**src/rtl/emu_entry_pkg.sv**
```systemverilog
package emu_entry_pkg;
  typedef struct packed {
    logic rst;
    logic ale;
    logic psen;
  } strap_t;

  localparam strap_t STRAP_IDLE = '{rst: 1'b1, ale: 1'b1, psen: 1'b0};
endpackage

```
**src/rtl/emu_sync.sv**
```systemverilog
module emu_sync #(
  parameter int STAGES = 2,
  parameter int WIDTH = 3,
  parameter logic [WIDTH-1:0] RST_VAL = '0
) (
  input  logic             clk,
  input  logic             por_n,
  input  logic [WIDTH-1:0] d,
  output logic [WIDTH-1:0] q
);
  generate
    if (STAGES <= 1) begin : g_single
      logic [WIDTH-1:0] r;
      always_ff @(posedge clk or negedge por_n)
        if (!por_n) r <= RST_VAL;
        else        r <= d;
      assign q = r;
    end else begin : g_chain
      logic [STAGES-1:0][WIDTH-1:0] chain;
      always_ff @(posedge clk or negedge por_n)
        if (!por_n) chain <= {STAGES{RST_VAL}};
        else        chain <= {chain[STAGES-2:0], d};
      assign q = chain[STAGES-1];
    end
  endgenerate
endmodule

```
**src/rtl/emu_mode_latch.sv**
```systemverilog
module emu_mode_latch (
  input  logic clk,
  input  logic por_n,
  input  logic rst_s,
  input  logic ale_s,
  input  logic psen_s,
  output logic active
);
  logic rst_q;
  logic qual_q;
  logic release_now;

  always_ff @(posedge clk or negedge por_n)
    if (!por_n) begin
      rst_q  <= 1'b1;
      qual_q <= 1'b0;
    end else begin
      rst_q  <= rst_s;
      qual_q <= rst_s & ~ale_s & psen_s;
    end

  assign release_now = rst_q & ~rst_s;

  always_ff @(posedge clk or negedge por_n)
    if (!por_n)           active <= 1'b0;
    else if (release_now) active <= qual_q;

  a_r2_entry: assert property (@(posedge clk) disable iff (!por_n)
    release_now && qual_q |=> active);
  a_r3_no_entry: assert property (@(posedge clk) disable iff (!por_n)
    release_now && !qual_q |=> !active);
  a_r9_hold: assert property (@(posedge clk) disable iff (!por_n)
    !release_now |=> $stable(active));
endmodule

```
**src/rtl/emu_pin_ctrl.sv**
```systemverilog
module emu_pin_ctrl #(
  parameter int P0_W = 8,
  parameter int WPU_W = 26
) (
  input  logic             active,
  output logic [P0_W-1:0]  p0_float,
  output logic [WPU_W-1:0] weak_pu,
  output logic             cpu_drive_en,
  output logic             osc_keep
);
  for (genvar i = 0; i < P0_W; i++) begin : g_p0
    assign p0_float[i] = active;
  end
  for (genvar j = 0; j < WPU_W; j++) begin : g_wpu
    assign weak_pu[j] = active;
  end
  assign cpu_drive_en = ~active;
  assign osc_keep     = active;
endmodule

```
**src/rtl/emu_entry_detect.sv**
```systemverilog
module emu_entry_detect #(
  parameter int SYNC_STAGES = 2,
  parameter int P0_W = 8,
  parameter int P_OTHER = 3,
  parameter int PORT_W = 8,
  localparam int WPU_W = P_OTHER * PORT_W + 2
) (
  input  logic             clk,
  input  logic             por_n,
  input  logic             rst_pin,
  input  logic             ale_pin,
  input  logic             psen_pin,
  output logic             emu_active_o,
  output logic [P0_W-1:0]  p0_float_o,
  output logic [WPU_W-1:0] weak_pu_o,
  output logic             cpu_drive_en_o,
  output logic             osc_keep_o
);
  import emu_entry_pkg::*;

  strap_t raw, synced;
  assign raw = '{rst: rst_pin, ale: ale_pin, psen: psen_pin};

  emu_sync #(.STAGES(SYNC_STAGES), .WIDTH($bits(strap_t)), .RST_VAL(STRAP_IDLE)) u_sync (
    .clk(clk), .por_n(por_n), .d(raw), .q(synced)
  );

  emu_mode_latch u_latch (
    .clk(clk), .por_n(por_n), .rst_s(synced.rst), .ale_s(synced.ale),
    .psen_s(synced.psen), .active(emu_active_o)
  );

  emu_pin_ctrl #(.P0_W(P0_W), .WPU_W(WPU_W)) u_pins (
    .active(emu_active_o), .p0_float(p0_float_o), .weak_pu(weak_pu_o),
    .cpu_drive_en(cpu_drive_en_o), .osc_keep(osc_keep_o)
  );

  a_r5_p0_float: assert property (@(posedge clk) disable iff (!por_n)
    emu_active_o |-> &p0_float_o);
  a_r6_weak_pu: assert property (@(posedge clk) disable iff (!por_n)
    emu_active_o |-> &weak_pu_o);
  a_r7_osc: assert property (@(posedge clk) disable iff (!por_n)
    emu_active_o |-> osc_keep_o);
  a_r8_cpu_hold: assert property (@(posedge clk) disable iff (!por_n)
    emu_active_o |-> !cpu_drive_en_o);
  a_r1_idle_pins: assert property (@(posedge clk) disable iff (!por_n)
    !emu_active_o |-> (p0_float_o == '0) && (weak_pu_o == '0) && cpu_drive_en_o);
endmodule

```
**config.mk**
```make
export PLATFORM = sky130hd
export DESIGN_NAME = emu_entry_detect
export DESIGN_NICKNAME = d
export VERILOG_FILES = /design/src/rtl/emu_entry_pkg.sv /design/src/rtl/emu_sync.sv /design/src/rtl/emu_mode_latch.sv /design/src/rtl/emu_pin_ctrl.sv /design/src/rtl/emu_entry_detect.sv
export SDC_FILE = /design/constraint.sdc
export NUM_CORES = 1
export LEC_CHECK = 0
export ABC_AREA = 0
export BUFFER_PORTS_ARGS = -buffer_cell sky130_fd_sc_hd__buf_2
export CAP_MARGIN = 15
export CORE_MARGIN = 2
export CORE_UTILIZATION = 39
export CTS_BUF_LIST = sky130_fd_sc_hd__clkbuf_2
export DETAILED_ROUTE_END_ITERATION = 8
export GPL_ROUTABILITY_DRIVEN = 0
export MAX_ROUTING_LAYER = met4
export PLACE_DENSITY = 0.83
export SLEW_MARGIN = 10
export SYNTH_ARGS = -nofsm -noshare
export SYNTH_HDL_FRONTEND = slang
export SYNTH_SLANG_ARGS = --single-unit
```
**constraint.sdc**
```tcl
create_clock -name clk -period 1.5 [get_ports clk]
set_input_delay 0.3 -clock clk [delete_from_list [all_inputs] [get_ports clk]]
set_output_delay 0.3 -clock clk [all_outputs]
set_load 0.05 [all_outputs]
```
==> reports/results.ini <==
[outcome]
outcome = finished, final reports clean

[grt]
grt_max_degree = 39
grt_pass1_wl_um = 676
grt_pass1_vias = 174
antenna_found_initial = 0
grt_overflow = 0
grt_usage_pct = 6.880

[sta]
min_period_ps = 1430
slew_headroom_pct = 83.41
clock_skew_ps = 3.793
fin_ws_ps = 69.60
holdWs_ps = 160.4
rsz0062_at_grt = yes
hold_viol = 0
drv_slew = 0
post-route-period-util_pct = 95.36
fmax_mhz = 699.1
worst_pin_slew_ps = 248.9
setup_viol = 0

[floorplanning]
fp.dieW_um = 40.75
core-area_um2 = 1285
chipHeight_um = 40.75
start_util_pct = 40.99
fp.dieArea_um2 = 1661
num_rows = 13
io_pins = 42

[synthesis]
yosysWarnings = 0
synth_area_per_cell_um2 = 10.75
syn_inst = 49
syn_area_um2 = 526.8
synth.top_cells.by_area = buf_4 (50%), dfstp_2 (25%), dfrtp_1 (19%)
synth_top_area_share_pct = 49.88
synth_top_cell_by_area = buf_4
syn_nets = 54
yosysSeqAreaShare_pct = 43.94
ys_types = 8
ys_seq_elements = 9

[power_and_ir_drop]
power-per-cell-area_nw_per_um2 = 1541
leakage_nw = 0.3436
irDropWorstVdd_v = 0.0004312

[hold_path]
hold_path_class = input port to flop

[critical_path]
cp.arrival_ps = 1130
end_kind = output port
worstSetupPathType = flop to output port
r2r_setup_slack_ps = 410
cp.buffers_inverters = 1
cp_max_fo = 38
required_ps = 1200
cp_slowest_cell = dfrtp_4
crit_family = flip-flops
crit_path_start_kind = flop
crit_chain = buf_2
max_stage_delay_ps = 580

[route]
vias = 282
drt_wl_total_um = 556
ant_nets = 0
drt-initial-drc-count = 1
post_drt_wl_per_cell_um = 7.413
route.detailed.drc = 0
dr.pass1.iters = 2
viasPerCell = 3.760

[final_layout]
area_growth_pct = 0
nNetsFinal = 66
final_area_um2 = 526.8
insertedDiodeCount = 0
drive_gt1_share_pct = 86.67

[cts]
cts-root-buf = clkbuf_2
cts_sinks = 9
clk_latency_ps = 230
cts-htree-levels = 1
cts_tree = built
post_cts_buffers = 0
cts_buffer_depth = 2
clk_pin_slew_ps = 80
cts_buffers = 3

[run]
cap_violations = 0

[placed_design]
placed_cell_area_um2 = 489.2
io_buffers = 41
pre_cts_ws_ps = 235.7

## registers in the layout, summed over array words and instances, names as in the netlist
register              cells
u_latch.active            1
u_latch.qual_q            1
u_latch.rst_q             1
u_sync.g_chain.chain      3
u_sync.q                  3
## synth_stat cells
| cell type | number |
|---|---|
| nor2_1 | 1 |
| dfrtp_1 | 4 |
| buf_4 | 35 |
| nand2_1 | 1 |
| nor2b_1 | 1 |
| inv_1 | 1 |
| mux2_4 | 1 |
| dfstp_2 | 5 |
## layer usage
layer / vias up / global-route usage, % / part of all wire, % / routed length [um]
li1: 134 / - / - / -
met2: 28 / 10.32 / 48 / 269
met3: 0 / 4.891 / 16 / 90
met4: 0 / 2.500 / 0 / 0
met5: - / - / 0 / 0
met1: 120 / 6.969 / 35 / 196
## timing repair
action,4_1_cts,5_1_grt
cloned,0,0
resized for setup,1,2
hold endpoints to repair,4,0
setup endpoints to repair,36,37
pin swaps,0,0
hold buffers,1,0
## kinds of logic (layout without fill, tap and decap cells)
family / count (synthesis) / count (layout) / synth area share [%]
mux: 1 / 1 / 2.850
simple gates: 3 / 3 / 2.612
buf+inv: 36 / 47 / 50.59
flops: 9 / 9 / 43.94
## cell type report
type | count | area [um^2]
repair buffers | 42 | 220.2
flip-flops and latches | 9 | 235.2
clock buffers | 4 | 20.02
well taps | 15 | 18.77
multi-input cells | 4 | 28.78
fillers | 130 | 758.2
inverters | 1 | 3.754
## cells in the final DEF (no fill, tap or decap), drive strengths merged
cell type / instances
buf: 39
clkbuf: 6
dfrtp: 4
dfstp: 5
dlygate4sd3: 1
inv: 1
mux2: 1
nand2: 1
nor2: 1
nor2b: 1
## through the flow
stage | util [%] | power, mW | cells | TNS, ps
after floorplan | - | 0.6944 | 49 | 0
after global placement | 38.07 | 0.6670 | 70 | 0
after detailed placement | 38.07 | 0.6699 | 70 | 0
after CTS | 40.60 | 0.8243 | 75 | 0
after global routing | 40.99 | 0.8529 | 75 | -1631
final | 40.99 | 0.8119 | 75 | 0
## final timing paths
check / start / endpoint / cells past startpoint
setup / recovery: u_latch.active$_DFFE_PN0P_ / p0_float_o[4] / 1
hold / removal: rst_pin / u_sync.g_chain.chain[2]$_DFF_PN1_ / 1
setup reg to reg: u_latch.rst_q$_DFF_PN1_ / u_latch.active$_DFFE_PN0P_ / 2
hold reg to reg: u_sync.g_chain.chain[0]$_DFF_PN0_ / u_sync.q[0]$_DFF_PN0_ / 0
max in group asynchronous: por_n / u_sync.q[1]$_DFF_PN1_ / 2
min in group asynchronous: por_n / u_latch.active$_DFFE_PN0P_ / 2
## where the power goes
group	switching [mW]	internal (mW)
logic	0.324	0.0645
clock network	0.0732	0.0710
registers	0.0173	0.262
(Power assumes the default switching activity.)
